### src/rtl/acl_guard_pkg.sv
package acl_guard_pkg;
  localparam int ACL_W = 5;
  localparam int OP_W  = 5;
  localparam int ERR_W = 32;

  typedef enum logic [OP_W-1:0] {
    OP_NOP     = 5'h00,
    OP_RND     = 5'h04,
    OP_CHMOD   = 5'h0A,
    OP_XOR     = 5'h0B,
    OP_SECRET  = 5'h13,
    OP_ENC     = 5'h14,
    OP_DEC     = 5'h15,
    OP_SIGAUTH = 5'h16,
    OP_SIGCLR  = 5'h17,
    OP_SIGENC  = 5'h18
  } op_e;

  localparam int ERR_WR_BIT  = 0;
  localparam int ERR_RD_BIT  = 4;
  localparam int ERR_MOD_BIT = 8;
  localparam int ERR_ANY_BIT = 31;
  localparam logic [ERR_W-1:0] CAUSE_MASK =
    (32'h1 << ERR_WR_BIT) | (32'h1 << ERR_RD_BIT) | (32'h1 << ERR_MOD_BIT);

  localparam int ACL_DATA_BIT = 1;
  localparam logic [ACL_W-1:0] ACL_FILL   = 5'h1F;
  localparam logic [ACL_W-1:0] ACL_SIGOUT = 5'h13;

  typedef struct packed {
    logic             allow;
    logic             wr_en;
    logic [ACL_W-1:0] wr_val;
    logic             e_wr;
    logic             e_rd;
    logic             e_mod;
    logic             sig_set;
    logic             sig_clr;
  } verdict_t;
endpackage

### src/rtl/acl_file.sv
module acl_file
  import acl_guard_pkg::*;
#(
  parameter int NREG = 8,
  localparam int IDXW = $clog2(NREG)
) (
  input  logic             clk,
  input  logic             rst,
  input  logic             we,
  input  logic [IDXW-1:0]  waddr,
  input  logic [ACL_W-1:0] wdata,
  input  logic [IDXW-1:0]  ra,
  input  logic [IDXW-1:0]  rb,
  input  logic [IDXW-1:0]  rc,
  output logic [ACL_W-1:0] da,
  output logic [ACL_W-1:0] db,
  output logic [ACL_W-1:0] dc,
  input  logic [IDXW-1:0]  mon_idx,
  output logic [ACL_W-1:0] mon_acl
);
  logic [ACL_W-1:0] mem [NREG];

  assign da = mem[ra];
  assign db = mem[rb];
  assign dc = mem[rc];

  always_ff @(posedge clk) begin
    if (rst) begin
      for (int i = 0; i < NREG; i++) mem[i] <= '0;
      mon_acl <= '0;
    end else begin
      if (we) mem[waddr] <= wdata;
      mon_acl <= mem[mon_idx];
    end
  end
endmodule

### src/rtl/acl_policy.sv
module acl_policy
  import acl_guard_pkg::*;
(
  input  logic [OP_W-1:0]  op,
  input  logic [ACL_W-1:0] acl_x,
  input  logic [ACL_W-1:0] acl_y,
  input  logic [ACL_W-1:0] acl_k,
  input  logic [ACL_W-1:0] imm,
  input  logic [ACL_W-1:0] secret_acl,
  input  logic             sig_pass,
  input  logic             secure_mode,
  input  logic             sig_valid,
  output verdict_t         verdict
);
  logic widen;
  assign widen = |(imm & ~acl_x);

  always_comb begin
    verdict = '0;
    case (op)
      OP_NOP: verdict.allow = 1'b1;
      OP_RND: begin
        verdict.allow  = 1'b1;
        verdict.wr_en  = 1'b1;
        verdict.wr_val = ACL_FILL;
      end
      OP_SECRET: begin
        verdict.allow  = 1'b1;
        verdict.wr_en  = 1'b1;
        verdict.wr_val = secret_acl;
      end
      OP_CHMOD: begin
        verdict.allow  = !widen;
        verdict.wr_en  = !widen;
        verdict.wr_val = imm;
        verdict.e_mod  = widen;
      end
      OP_XOR: begin
        verdict.allow = acl_x[ACL_DATA_BIT] & acl_y[ACL_DATA_BIT];
        verdict.e_wr  = !acl_x[ACL_DATA_BIT];
        verdict.e_rd  = !acl_y[ACL_DATA_BIT];
      end
      OP_ENC, OP_DEC: begin
        verdict.allow  = 1'b1;
        verdict.wr_en  = 1'b1;
        verdict.wr_val = acl_k & acl_y;
      end
      OP_SIGAUTH: begin
        verdict.allow   = !secure_mode;
        verdict.sig_set = !secure_mode & sig_pass;
      end
      OP_SIGCLR: begin
        verdict.allow   = 1'b1;
        verdict.sig_clr = 1'b1;
      end
      OP_SIGENC: begin
        verdict.allow  = sig_valid;
        verdict.wr_en  = sig_valid;
        verdict.wr_val = ACL_SIGOUT;
      end
      default: verdict = '0;
    endcase
  end
endmodule

### src/rtl/acl_err_reg.sv
module acl_err_reg
  import acl_guard_pkg::*;
(
  input  logic             clk,
  input  logic             rst,
  input  logic             set_wr,
  input  logic             set_rd,
  input  logic             set_mod,
  input  logic             clr_we,
  input  logic [ERR_W-1:0] clr_mask,
  output logic [ERR_W-1:0] err
);
  logic [ERR_W-1:0] set_vec, causes, nxt;

  always_comb begin
    set_vec              = '0;
    set_vec[ERR_WR_BIT]  = set_wr;
    set_vec[ERR_RD_BIT]  = set_rd;
    set_vec[ERR_MOD_BIT] = set_mod;
    causes = ((err & ~(clr_we ? clr_mask : '0)) | set_vec) & CAUSE_MASK;
    nxt    = causes;
    nxt[ERR_ANY_BIT] = |causes;
  end

  always_ff @(posedge clk) begin
    if (rst) err <= '0;
    else     err <= nxt;
  end
endmodule

### src/rtl/crypto_acl_guard.sv
module crypto_acl_guard
  import acl_guard_pkg::*;
#(
  parameter int NREG = 8,
  localparam int IDXW = $clog2(NREG)
) (
  input  logic             clk,
  input  logic             rst,
  input  logic             cmd_valid,
  input  logic [OP_W-1:0]  cmd_op,
  input  logic [IDXW-1:0]  cmd_x,
  input  logic [IDXW-1:0]  cmd_y,
  input  logic [IDXW-1:0]  cmd_key,
  input  logic [ACL_W-1:0] cmd_imm,
  input  logic [ACL_W-1:0] secret_acl,
  input  logic             sig_pass,
  input  logic             secure_mode,
  input  logic             err_clr_we,
  input  logic [ERR_W-1:0] err_clr_mask,
  input  logic [IDXW-1:0]  mon_idx,
  output logic             resp_valid,
  output logic             resp_allow,
  output logic [ERR_W-1:0] acl_err,
  output logic             acl_irq,
  output logic             sig_valid,
  output logic [IDXW-1:0]  sig_idx,
  output logic [ACL_W-1:0] mon_acl
);
  logic [ACL_W-1:0] acl_x, acl_y, acl_k;
  verdict_t         v;

  acl_file #(.NREG(NREG)) u_file (
    .clk     (clk),
    .rst     (rst),
    .we      (cmd_valid & v.wr_en),
    .waddr   (cmd_x),
    .wdata   (v.wr_val),
    .ra      (cmd_x),
    .rb      (cmd_y),
    .rc      (cmd_key),
    .da      (acl_x),
    .db      (acl_y),
    .dc      (acl_k),
    .mon_idx (mon_idx),
    .mon_acl (mon_acl)
  );

  acl_policy u_pol (
    .op          (cmd_op),
    .acl_x       (acl_x),
    .acl_y       (acl_y),
    .acl_k       (acl_k),
    .imm         (cmd_imm),
    .secret_acl  (secret_acl),
    .sig_pass    (sig_pass),
    .secure_mode (secure_mode),
    .sig_valid   (sig_valid),
    .verdict     (v)
  );

  acl_err_reg u_err (
    .clk      (clk),
    .rst      (rst),
    .set_wr   (cmd_valid & v.e_wr),
    .set_rd   (cmd_valid & v.e_rd),
    .set_mod  (cmd_valid & v.e_mod),
    .clr_we   (err_clr_we),
    .clr_mask (err_clr_mask),
    .err      (acl_err)
  );

  assign acl_irq = acl_err[ERR_ANY_BIT];

  always_ff @(posedge clk) begin
    if (rst) begin
      resp_valid <= 1'b0;
      resp_allow <= 1'b0;
      sig_valid  <= 1'b0;
      sig_idx    <= '0;
    end else begin
      resp_valid <= cmd_valid;
      resp_allow <= cmd_valid & v.allow;
      if (cmd_valid && v.sig_set) begin
        sig_valid <= 1'b1;
        sig_idx   <= cmd_x;
      end else if (cmd_valid && v.sig_clr) begin
        sig_valid <= 1'b0;
      end
    end
  end
endmodule

### config.mk
export PLATFORM = sky130hd
export DESIGN_NAME = crypto_acl_guard
export DESIGN_NICKNAME = d
export VERILOG_FILES = /design/src/rtl/acl_guard_pkg.sv /design/src/rtl/acl_file.sv /design/src/rtl/acl_policy.sv /design/src/rtl/acl_err_reg.sv /design/src/rtl/crypto_acl_guard.sv
export SDC_FILE = /design/constraint.sdc
export NUM_CORES = 1
export LEC_CHECK = 0
export BUFFER_PORTS_ARGS = -buffer_cell sky130_fd_sc_hd__clkbuf_2
export CAP_MARGIN = 20
export CORE_ASPECT_RATIO = 0.8
export CORE_MARGIN = 3
export CORE_UTILIZATION = 53
export DETAILED_ROUTE_END_ITERATION = 10
export GPL_ROUTABILITY_DRIVEN = 1
export GPL_TIMING_DRIVEN = 0
export PLACE_DENSITY_LB_ADDON = 0.3
export SYNTH_ARGS = -nofsm -noshare
export SYNTH_HDL_FRONTEND = slang
export SYNTH_SLANG_ARGS = --single-unit
export TNS_END_PERCENT = 20
### constraint.sdc
create_clock -name clk -period 3.1 [get_ports clk]
set_clock_uncertainty 0.1 [all_clocks]
set_input_delay 0.31 -clock clk [delete_from_list [all_inputs] [get_ports clk]]
set_output_delay 0.31 -clock clk [all_outputs]
set_load 0.02 [all_outputs]
### Word level (Yosys, flattened, before mapping)

Memories as Yosys holds them, arrays and structs flattened. A register that Yosys moved wholly into a read port is not among the register bits.
Index checks and enable logic that the tools add are counted.

| storage, ports and cells | value |
|---|---|
| flip-flop bits (word level) | 10 |
| bits in read-only memories | 0 |
| memories kept | 1 |
| logic and storage cells | 58 |
| input bits | 65 |
| latch bits | 0 |
| output and inout port bits | 44 |
| memory bits (writable) | 40 |

| cells by class | value |
|---|---|
| order comparisons | 0 |
| bitwise logic cells | 13 |
| muxes and demuxes | 17 |
| reductions and logical operators | 13 |
| shift-type cells | 0 |
| divide/modulo/power cells | 0 |
| add/subtract/negate cells | 0 |
| multiply operators | 0 |
| equal/unequal tests | 9 |

Memory list:

| name | depth | bits a word | rd ports | clocked after Yosys merged registers in | write ports | RTL line | text |
|---|---|---|---|---|---|---|---|
| u_file.mem | 8 | 5 | 4 | 1 | 8 | acl_file.sv:21 | `logic [ACL_W-1:0] mem [NREG];` |

Operators by type and width:

| operator | count |
|---|---|
| == test 5 bit, second input constant | 6 |
| one-hot mux 6 bit (5 select lines) | 1 |
| two-way mux 1 bit | 11 |
| bitwise AND 5 bit | 2 |
| == test 5 x 4 -> 1 bit, second input constant | 2 |
| OR reduction 5 bit | 2 |
| bitwise AND 9 bit | 1 |
| two-way mux 9 bit | 1 |
| inverter 9 bit | 1 |
| OR 9 bit | 1 |
| bitwise AND 1 bit | 7 |
| OR reduction 6 bit | 1 |
| == test 5 x 3 -> 1 bit, second input constant | 1 |
| zero test 5 bit | 1 |
| two-way mux 5 bit | 1 |
| inverter 5 bit | 1 |
| one-hot mux 1 bit (5 select lines) | 1 |
| zero test 1 bit | 4 |
| two-way mux 3 bit | 1 |
| OR reduction 3 bit | 1 |
| logical AND 1 bit | 2 |
| two-way mux 2 bit | 1 |
| nonzero test 2 bit | 1 |
| OR reduction 2 bit | 1 |

### Longest topological paths before layout

Gate-level depths: netlist of the first run.
An unclocked memory read counts as a cell.

| logic depth | value |
|---|---|
| depth after elaboration | 12 |
| gate-level depth with buffers | 11 |
| mapped depth without buffers | 6 |

### Cells and area by module

A second synthesis of the first run with hierarchy kept.

| second synthesis, totals | value |
|---|---|
| cells, all modules | 306 |
| area total of the unflattened synthesis | 3,957.5 um^2 |

By module, submodules not included:

| module | times used | seq. area each (um^2) | area an instance (um^2) | cells each |
|---|---|---|---|---|
| acl_file | 1 | 1,301.2 | 2,984.1 | 181 |
| acl_policy | 1 | 0.0 | 364.1 | 56 |
| acl_err_reg | 1 | 80.1 | 349.1 | 43 |
| crypto_acl_guard | 1 | 120.1 | 260.2 | 26 |

### Least setup slack after synthesis of the first run

No wires, ideal clock.

| path | value |
|---|---|
| path type | in2reg |
| start | input port cmd_x[2] |
| end | memory u_file.mem[0][0] (enable) |
| setup time | 0.349 ns |
| data arrival time | 2.282 ns |
| stages | 9 |
| slack | 0.369 ns |
| required time | 2.651 ns |
| cell sequence | buf_4 -> inv_2 -> mux4_2 -> and2_1 -> a211oi_2 -> a21oi_1 -> buf_6 -> buf_2 -> o21bai_1 |

RTL lines:

| item | RTL line | text |
|---|---|---|
| start, declared | crypto_acl_guard.sv:11 | `input logic [IDXW-1:0] cmd_x,` |
| end, declared | acl_file.sv:21 |  |

==> results of run 1 <==
-- what timing repair did --
action | CTS | global route
setup buffers | 0 | 0
resized for setup | 1 | 8
endpoints found under the hold margin | 0 | 0
endpoints found under the setup margin | 5 | 40
cloned | 0 | 0
-- sequential cells by signal, indices dropped and copies added, names as in the netlist --
signal,cells
u_err.err,4
sig_valid,1
resp_allow,1
sig_idx,3
resp_valid,1
u_file.mon_acl,5
u_file.mem,40
-- layout make-up --
| type | instances | area (µm²) |
|---|---|---|
| buffer | 57 | 364 |
| clock buffer | 5 | 68.8 |
| clock inverter | 3 | 20.0 |
| fill | 591 | 2580 |
| inverter | 13 | 48.8 |
| multi-input combinational | 267 | 2180 |
| sequential | 55 | 1500 |
| tap | 87 | 109 |
| timing repair buffer | 37 | 185 |
-- worst max-delay path by stage --
stage                     slack, ps  cells after the start          endpoint             start
after global routing             70                      8  u_file.mem[4][0]  u_file.mem[5][1]
after detailed placement       -150                      9  u_file.mem[0][1]          cmd_x[2]
after global placement          -70                      9  u_file.mem[0][3]          cmd_x[2]
final                           180                      8  u_file.mem[4][3]  u_file.mem[7][1]
after floorplan                 370                      9  u_file.mem[0][0]          cmd_x[2]
after CTS                       120                      8  u_file.mem[4][3]  u_file.mem[7][1]
-- metrics by stage --
| step | cell area, µm² | instances | hold WS [ps] |
|---|---|---|---|
| floorplan | 4060 | 392 | 400 |
| global placement | 4350 | 516 | 365 |
| detailed placement | 4350 | 516 | 379 |
| CTS | 4450 | 524 | 198 |
| global route | 4480 | 524 | 221 |
| finish | 4480 | 524 | 189 |
-- cell usage in the layout, fill, tap and decap left out, drive strengths merged, types with 3 or more instances in the layout --
cell,n
nor3b,14
nand2b,3
conb,28
a221o,3
dfxtp,15
a31oi,3
nand3,6
o21bai,8
nand4b,4
mux4,31
nor2b,3
inv,13
o21ai,8
buf,45
nor3,31
a221oi,3
nand2,20
a211oi,4
clkbuf,54
nor4,3
a21oi,14
mux2i,28
nor2,28
edfxtp,40
-- critical path: stages, from the launching register on --
cell	delay (ps)
edfxtp_1	500
mux2i_1	120
mux4_2	540
and2_1	200
a211oi_2	270
a21oi_1	170
buf_6	180
buf_2	210
o21bai_2	300
-- power groups by stage --
stage	clock [W]	sequential, W	combinational (W)
detailed placement	0	0.000853	0.000341
global route	0.000434	0.000840	0.000378
global placement	0	0.000851	0.000336
floorplan	0	0.000848	0.000254
CTS	0.000398	0.000836	0.000342
finish	0.000404	0.000838	0.000353
-- routing by layer --
metal	vias up	GRT usage, %
met3	20	7.56
met2	225	37.0
met4	0	6.67
met1	1611	40.3
li1	1472	-
met5	-	0
-- cells by family (layout without fill, tap and decap cells) --
kind of cell    count (synthesis)  count (layout)  share of synthesized area, %
buf+inv                        70             115                          10.4
mux                            61              61                          25.4
flops                          55              55                          37.9
simple gates                  124             124                          16.7
compound gates                 53              53                          9.26
other cells                     1              28                        0.0947
xor+xnor                        1               1                         0.221
==> flow_metrics.py, run 1 <==
metrics = {
    "outcome": {
        "status": "complete, no violations",
    },
    "setup_path": {
        "reg2reg_from": "u_file.mem[7][1]",
        "crit_type": "flip-flop to flip-flop",
        "worstSetupStartpointType": "flip-flop",
        "rrSetupSlack_ps": 180,
        "worstSetupEndpointType": "flip-flop",
        "reg2reg_depth": 8,
        "required_ps": 3000,
        "critPathMaxFanout": 10,
        "rr_endpoint": "u_file.mem[4][3]",
        "worstPathArrival_ps": 2810,
    },
    "routing": {
        "wl_per_cell_um": 21.3,
        "wl_met2_mm": 4.90,
        "met3_length_mm": 1.49,
        "top_layer": "met4",
        "ant_nets": 0,
        "drt_iter0_markers": 432,
        "vias": 3328,
        "wl_met1_mm": 4.60,
        "routed_wirelength_mm": 11.2,
        "drt-pass1-iter-count": 5,
        "via_per_inst": 6.35,
        "drc": 0,
    },
    "timing": {
        "clock.fmax_mhz": 343,
        "final.setup.tns_ps": 0,
        "hold_viol_final": 0,
        "worstMarginPinSlew_ps": 973,
        "fin_crit_sh_pct": 94.1,
        "max_slew_margin_pct": 35.1,
        "slew_viol_final": 0,
        "setup_ws_ps": 183,
        "fin_crit_ps": 2920,
        "rsz0062_at_grt": "no",
        "setup_violations": 0,
    },
    "finish": {
        "syn_to_final_growth_pct": 13.2,
        "n_antenna_cell": 0,
        "fin_util_pct": 63.5,
        "nets": 501,
        "drive_gt1_share_pct": 31.4,
    },
    "logic_synthesis": {
        "synth_cells": 365,
        "ys.flop_type": "edfxtp_1",
        "async_reset_ff_share_pct": 0,
        "yosys_warnings": 0,
        "syn-cell-area_um2": 3960,
        "yosys.area.top_type": "edfxtp_1",
        "synth_area_leaders": "edfxtp_1, mux4_2, dfxtp_1, mux2i_1, buf_4",
        "postSynthRegisterBits": 55,
        "avgSynthCellArea_um2": 10.8,
        "synth_edf_count": 40,
        "synth_top_area_share_pct": 30.3,
        "yosysMostFrequentCell": "edfxtp_1",
        "synth.distinct_cells": 48,
        "yosysSeqAreaShare_pct": 37.9,
        "synth_commonest_cells": "edfxtp_1, buf_4, mux4_2, nor3_1",
    },
    "power": {
        "p_int_w": 0.00112,
        "pwr-share-clk_pct": 25.4,
        "p_leak_nw": 1.73,
        "ir_drop_v": 0.000277,
        "p_sw_share_pct": 29.7,
        "power_frac_comb_pct": 22.1,
        "p_per_area_nw_per_um2": 356,
        "power_w": 0.00160,
        "p_switching_w": 0.000473,
        "pwr-share-seq_pct": 52.5,
    },
    "clock_tree": {
        "clkSinkCount": 55,
        "cts_tree": "built",
        "cts.clk_slew.worst_paths_ps": 110,
        "htree_levels": 2,
        "clock_path_buffers": 2,
        "numCtsBuffers": 5,
        "cts_root_buf": "clkbuf_8",
        "cts_hold_buf": 0,
        "clock_latency_ps": 320,
    },
    "die": {
        "row_count": 27,
        "io_pins": 109,
        "die_h_um": 83.3,
        "die_w_um": 103,
        "coreArea_um2": 7060,
        "start_util_pct": 56.1,
        "dieArea_um2": 8550,
    },
    "global_route": {
        "grt_util_all_layers_pct": 26.5,
        "antenna_found_initial": 0,
        "first_global_vias": 3045,
        "grt_max_degree": 18,
        "grt_overflow": 0,
        "grt_pass1_wl_mm": 17.0,
    },
    "min_path": {
        "min_path_type": "input pin to flip-flop",
        "worstHoldEndpoint": "u_err.err[0]",
        "hp-start": "err_clr_mask[0]",
        "hold_depth": 4,
    },
    "placed_design": {
        "portBuffers": 37,
        "dp_hpwl_mm": 8.62,
        "gp_congestion": 0.981,
        "pre_cts_ws_ps": -149,
    },
    "flow_run": {
        "cap_violations": 0,
    },
}
Power figures use the tool's default switching activity.
==> run 2, diff against run 1 <==
--- a/config.mk
+++ b/config.mk
@@ -8,7 +8,6 @@
 export BUFFER_PORTS_ARGS = -buffer_cell sky130_fd_sc_hd__clkbuf_2
 export CAP_MARGIN = 20
 export CORE_ASPECT_RATIO = 0.8
-export CORE_MARGIN = 3
 export CORE_UTILIZATION = 53
 export DETAILED_ROUTE_END_ITERATION = 10
 export GPL_ROUTABILITY_DRIVEN = 1
@@ -16,5 +15,6 @@
 export PLACE_DENSITY_LB_ADDON = 0.3
 export SYNTH_ARGS = -nofsm -noshare
 export SYNTH_HDL_FRONTEND = slang
+export SYNTH_HIERARCHICAL = 1
 export SYNTH_SLANG_ARGS = --single-unit
 export TNS_END_PERCENT = 20
==> run 2 against run 1 <==
Effect of this change: clock-buffer cell count unchanged; critical endpoint is now u_file/mem[0][0]; first-iteration DRC count fell by 49%; core utilization rose by 1.3 points; worst setup slack worse by 150 ps; sequential power hardly changed; critical path type unchanged; largest power group unchanged; design area up 2.1%; final cell count fell by 9.2%; flip-flop and latch count unchanged; via count down 15%; hold slack better by 5.5 ps; register-to-register slack worse by 150 ps; largest cell class unchanged.
==> flow_metrics.py, run 2 <==
metrics = {
    "outcome": {
        "status": "complete, no violations",
    },
    "timing": {
        "clock.fmax_mhz": 326,
        "fin_crit_ps": 3070,
        "hold_viol_final": 0,
        "worstMarginPinSlew_ps": 954,
        "rsz0062_at_grt": "yes",
        "fin_crit_sh_pct": 99.0,
        "slew_viol_final": 0,
        "max_slew_margin_pct": 36.4,
        "final.setup.tns_ps": 0,
        "setup_violations": 0,
    },
    "global_route": {
        "grt_util_all_layers_pct": 25.4,
        "grt_max_degree": 19,
        "antenna_found_initial": 0,
        "grt_pass1_wl_mm": 14.3,
        "first_global_vias": 2600,
        "grt_overflow": 0,
    },
    "logic_synthesis": {
        "synth_edf_count": 40,
        "yosysMostFrequentCell": "and2_1",
        "synth_top_area_share_pct": 30.4,
        "syn-cell-area_um2": 3960,
        "async_reset_ff_share_pct": 0,
        "synth_commonest_cells": "and2_1, edfxtp_1, mux4_1, buf_4, nor2_1",
        "synth_area_leaders": "edfxtp_1, mux4_1, dfxtp_1, and2_1, mux4_2",
        "synth_cells": 306,
        "yosys.area.top_type": "edfxtp_1",
        "avgSynthCellArea_um2": 12.9,
        "postSynthRegisterBits": 55,
        "yosysSeqAreaShare_pct": 37.9,
        "yosys_warnings": 6,
        "synth.distinct_cells": 50,
        "ys.flop_type": "edfxtp_1",
    },
    "clock_tree": {
        "cts.clk_slew.worst_paths_ps": 110,
        "htree_levels": 2,
        "cts_tree": "built",
        "clock_path_buffers": 2,
        "cts_hold_buf": 0,
        "clock_latency_ps": 330,
        "cts_root_buf": "clkbuf_8",
        "numCtsBuffers": 5,
        "clkSinkCount": 55,
    },
    "routing": {
        "wl_per_cell_um": 20.1,
        "drt-pass1-iter-count": 4,
        "via_per_inst": 5.97,
        "vias": 2844,
        "ant_nets": 0,
        "drc": 0,
        "drt_iter0_markers": 222,
        "routed_wirelength_mm": 9.58,
    },
    "power": {
        "ir_drop_v": 0.000194,
        "power_w": 0.00159,
        "p_per_area_nw_per_um2": 347,
        "p_leak_nw": 1.97,
    },
    "placed_design": {
        "placedCellCount": 464,
        "gp_congestion": 0.955,
        "portBuffers": 44,
        "dp_hpwl_mm": 7.19,
    },
    "die": {
        "coreArea_um2": 7060,
        "row_count": 27,
        "start_util_pct": 56.1,
        "dieArea_um2": 7820,
        "io_pins": 109,
        "die_h_um": 79.3,
        "die_w_um": 98.6,
    },
    "min_path": {
        "min_path_type": "input pin to flip-flop",
        "hold_depth": 4,
    },
    "setup_path": {
        "cp-endpoint": "u_file/mem[0][0]",
        "worstSetupEndpointType": "flip-flop",
        "critPathMaxFanout": 5,
        "worstSetupStartpointType": "flip-flop",
        "required_ps": 3060,
        "reg2reg_from": "u_file/mem[1][0]",
        "crit_start": "u_file/mem[1][0]",
        "reg2reg_depth": 10,
        "rrSetupSlack_ps": 30,
        "worstPathArrival_ps": 3030,
        "rr_endpoint": "u_file/mem[0][0]",
        "crit_type": "flip-flop to flip-flop",
    },
    "finish": {
        "fin_util_pct": 64.8,
        "n_antenna_cell": 0,
        "fin_cells": 476,
        "syn_to_final_growth_pct": 15.6,
        "layout_commonest_cell": "clkbuf_2",
        "drive_gt1_share_pct": 38.6,
        "reg.largest.list": "u_file/mem: 40 flops, u_file/mon_acl: 5 flops, u_err/err: 4 flops",
        "final_cell_mix": "clkbuf_2, and2_1, edfxtp_1, buf_4",
        "nets": 453,
        "top_register": "u_file/mem",
        "largest_reg_flops": 40,
    },
    "flow_run": {
        "cap_violations": 0,
    },
}
run 2: cell count changes after synthesis, sizes merged, moves of 5 or more:
cell | before | now
buf | 45 | 34
or2 | 1 | 8
o21bai | 8 | 0
mux2i | 28 | 5
inv | 13 | 3
o21ai | 8 | 1
nand2 | 20 | 12
clkbuf | 12 | 7
nor3 | 31 | 3
and2 | 2 | 46
nor3b | 14 | 3
mux2 | 2 | 15
nor2 | 28 | 19
mux4 | 31 | 40
run 2: layout make-up:
type	instances	area [µm²]
timing repair buffer	48	250
inverter	3	11.3
tap	87	109
fill	575	2490
sequential	55	1500
multi-input combinational	234	2310
clock inverter	3	21.3
clock buffer	5	68.8
buffer	41	302
run 2: cells by family after synthesis:
| kind of cell | after synthesis | share of synthesized area, % |
|---|---|---|
| mux | 60 | 31.1 |
| simple gates | 114 | 17.2 |
| flops | 55 | 37.9 |
| other cells | 1 | 0.0948 |
| buf+inv | 44 | 7.71 |
| compound gates | 32 | 5.94 |
run 2: per-layer routing:
metal  wire [µm]  vias to the layer above  part of all wire, %  track usage, %
li1            -                     1300                    -               -
met1        4230                     1370                   44            37.3
met2        4280                      158                   45            37.5
met3         946                       16                  9.9            6.07
met4         124                        0                  1.3            7.31
met5           0                        -                    0               0
run 2: worst min-delay path by stage:
stage	start	to	slack [ps]
after detailed placement	u_err/err[8]	u_err/err[8]	390
after global placement	u_err/err[8]	u_err/err[8]	390
after global routing	err_clr_mask[8]	u_err/err[8]	200
after CTS	err_clr_mask[4]	u_err/err[4]	200
after floorplan	rst	sig_idx[0]	280
final	err_clr_mask[0]	u_err/err[0]	190
run 2: what timing repair did:
action                                 4_1_cts  5_1_grt
endpoints found under the hold margin        0        0
setup endpoints to repair                   55       40
buffers inserted                             1        3
resized for setup                            9       17
pin swaps                                    0        8
run 2: where the power goes:
group          internal (W)  switching [W]
logic              0.000164       0.000172
clock network      0.000163       0.000253
registers          0.000811      0.0000240
run 2: metrics by stage:
stage / area [µm²] / setup WS [ps] / hold slack (ps)
floorplan: 4060 / 144 / 279
global placement: 4390 / -730 / 387
detailed placement: 4390 / -758 / 391
CTS: 4520 / 62.1 / 195
global route: 4570 / -125 / 201
finish: 4570 / 31.6 / 194
run 2: critical path: stages (launching register included):
cell	delay, ps
edfxtp_1	460
mux4_2	290
mux2_4	150
inv_2	30
a222oi_1	420
nand4_1	210
nand3_2	140
and2_4	140
or3b_4	450
nor3_4	210
or2_4	180
==> run 3, diff against run 2 <==
--- a/config.mk
+++ b/config.mk
@@ -8,7 +8,7 @@
 export BUFFER_PORTS_ARGS = -buffer_cell sky130_fd_sc_hd__clkbuf_2
 export CAP_MARGIN = 20
 export CORE_ASPECT_RATIO = 0.8
-export CORE_UTILIZATION = 53
+export CORE_UTILIZATION = 41
 export DETAILED_ROUTE_END_ITERATION = 10
 export GPL_ROUTABILITY_DRIVEN = 1
 export GPL_TIMING_DRIVEN = 0
==> run 3 against run 2 <==
Effect of this change: maximum frequency grew 1.8%; register-to-register slack improved by 50 ps; the flow now finishes with violations (design-rule violations); largest cell class unchanged; core utilization decreased by 13 points; sequential power about the same; wire length rose by 1.1%; hold slack improved by 28 ps; worst setup slack improved by 54 ps.
==> flow_metrics.py, run 3 (synthesized netlist as in run 2, its figures left out) <==
metrics = {
    "min_path": {
        "min_path_type": "input pin to flip-flop",
        "hold_depth": 4,
    },
    "finish": {
        "largest_reg_flops": 40,
        "drive_gt1_share_pct": 40.7,
        "fill_cells": 804,
        "nets": 467,
        "final_cell_mix": "buf_4, clkbuf_2, and2_1, edfxtp_1, conb_1",
        "n_antenna_cell": 0,
        "syn_to_final_growth_pct": 20.9,
        "reg.largest.list": "u_file/mem: 40 flops, u_file/mon_acl: 5 flops, u_err/err: 4 flops",
        "top_register": "u_file/mem",
        "layout_commonest_cell": "buf_4",
    },
    "routing": {
        "via_per_inst": 5.62,
        "ant_nets": 0,
        "drt-pass1-iter-count": 8,
        "routed_wirelength_mm": 9.68,
        "drc": 10,
        "drt_iter0_markers": 293,
        "vias": 2909,
        "wl_per_cell_um": 18.7,
    },
    "timing": {
        "setup_ws_ps": 85.4,
        "clock.fmax_mhz": 332,
        "setup_violations": 0,
        "final.setup.tns_ps": 0,
        "fin_crit_sh_pct": 97.2,
        "worstMarginPinSlew_ps": 908,
        "fin_crit_ps": 3010,
        "max_slew_margin_pct": 39.2,
        "hold_viol_final": 0,
        "slew_viol_final": 0,
        "rsz0062_at_grt": "yes",
    },
    "die": {
        "start_util_pct": 43.1,
        "die_w_um": 112,
        "io_pins": 109,
        "row_count": 31,
        "coreArea_um2": 9190,
        "die_h_um": 89.9,
        "dieArea_um2": 10100,
    },
    "clock_tree": {
        "cts.clk_slew.worst_paths_ps": 70,
        "htree_levels": 2,
        "clkSinkCount": 55,
        "cts_root_buf": "clkbuf_16",
        "clock_latency_ps": 290,
        "numCtsBuffers": 5,
        "clock_path_buffers": 2,
        "cts_tree": "built",
    },
    "setup_path": {
        "reg2reg_depth": 10,
        "worstSetupStartpointType": "flip-flop",
        "critPathMaxFanout": 5,
        "required_ps": 3000,
        "crit_chain": "mux4_2, mux2_4, inv_2, a222oi_1, nand4_1, nand3_2, and2_4, or3b_4, nor2_4, or2_4",
        "worstSetupEndpointType": "flip-flop",
        "worstPathArrival_ps": 2920,
        "rrSetupSlack_ps": 90,
        "slowest_stage": "edfxtp_1",
        "crit_type": "flip-flop to flip-flop",
        "slowest_delay_ps": 460,
    },
    "global_route": {
        "grt_max_degree": 17,
        "first_global_vias": 2649,
        "grt_overflow": 0,
        "grt_pass1_wl_mm": 14.8,
        "grt_util_all_layers_pct": 19.6,
        "antenna_found_initial": 0,
    },
    "placed_design": {
        "gp_congestion": 0.924,
        "pre_cts_ws_ps": -781,
        "portBuffers": 44,
        "dp_hpwl_mm": 7.47,
    },
    "flow_run": {
        "cap_violations": 0,
    },
    "outcome": {
        "violations": "design-rule violations",
        "status": "finished, violations left",
    },
    "power": {
        "p_leak_nw": 2.07,
        "p_per_area_nw_per_um2": 376,
        "ir_drop_v": 0.000244,
        "power_w": 0.00180,
    },
}
-- run 3: worst paths after layout --
path,endpoint,start
min,u_err/err[0],err_clr_mask[0]
max,u_file/mem[3][2],u_file/mem[7][0]
min reg2reg,u_err/err[4],u_err/err[4]
max reg2reg,u_file/mem[3][2],u_file/mem[7][0]
-- run 3: area by class of cell --
cell class / instances / area, µm² / share of cell area, %
Timing Repair Buffer: 62 / 358 / 7.48
Buffer: 41 / 310 / 6.49
Sequential cell: 55 / 1500 / 31.4
Clock inverter: 3 / 38.8 / 0.811
Multi-Input combinational cell: 234 / 2290 / 48.0
Tap cell: 115 / 144 / 3.01
Clock buffer: 5 / 125 / 2.62
Inverter: 3 / 11.3 / 0.235
-- run 3: through the flow --
step           hold WS, ps  cells  util, %  instance area, µm²
2_1_floorplan          279    333        -                4060
3_3_place_gp           387    492     48.1                4420
3_5_place_dp           395    492     48.1                4420
4_1_cts                219    500     50.3                4620
5_1_grt                244    518     52.0                4780
6_report               222    518     52.0                4780
-- run 3: what timing repair did --
| action | 4_1_cts | 5_1_grt |
|---|---|---|
| cloned | 0 | 0 |
| setup endpoints to repair | 55 | 50 |
| hold buffers | 0 | 0 |
| pin swaps | 0 | 6 |
| buffers inserted | 0 | 18 |
| resized for setup | 10 | 21 |
-- run 3: critical path: cells and delay by family, from the launching register on --
kind	cells	cell delay [ps]
AO/OA/AOI/OAI	1	370
AND/OR/NAND/NOR	6	1340
multiplexers	2	420
buffers and inverters	1	30
flip-flops	1	460
-- run 3: metal layers --
layer	global-route usage [%]	wire length (µm)	share of wire, %
met1	27.5	4090	42
met2	30.2	4370	45
met3	5.73	1130	12
met4	4.05	95	0.98
met5	0	0	0
-- run 3: report_power, final --
part / internal, W / switching (W)
combinational: 0.000171 / 0.000171
sequential: 0.000812 / 0.0000246
clock: 0.000377 / 0.000243
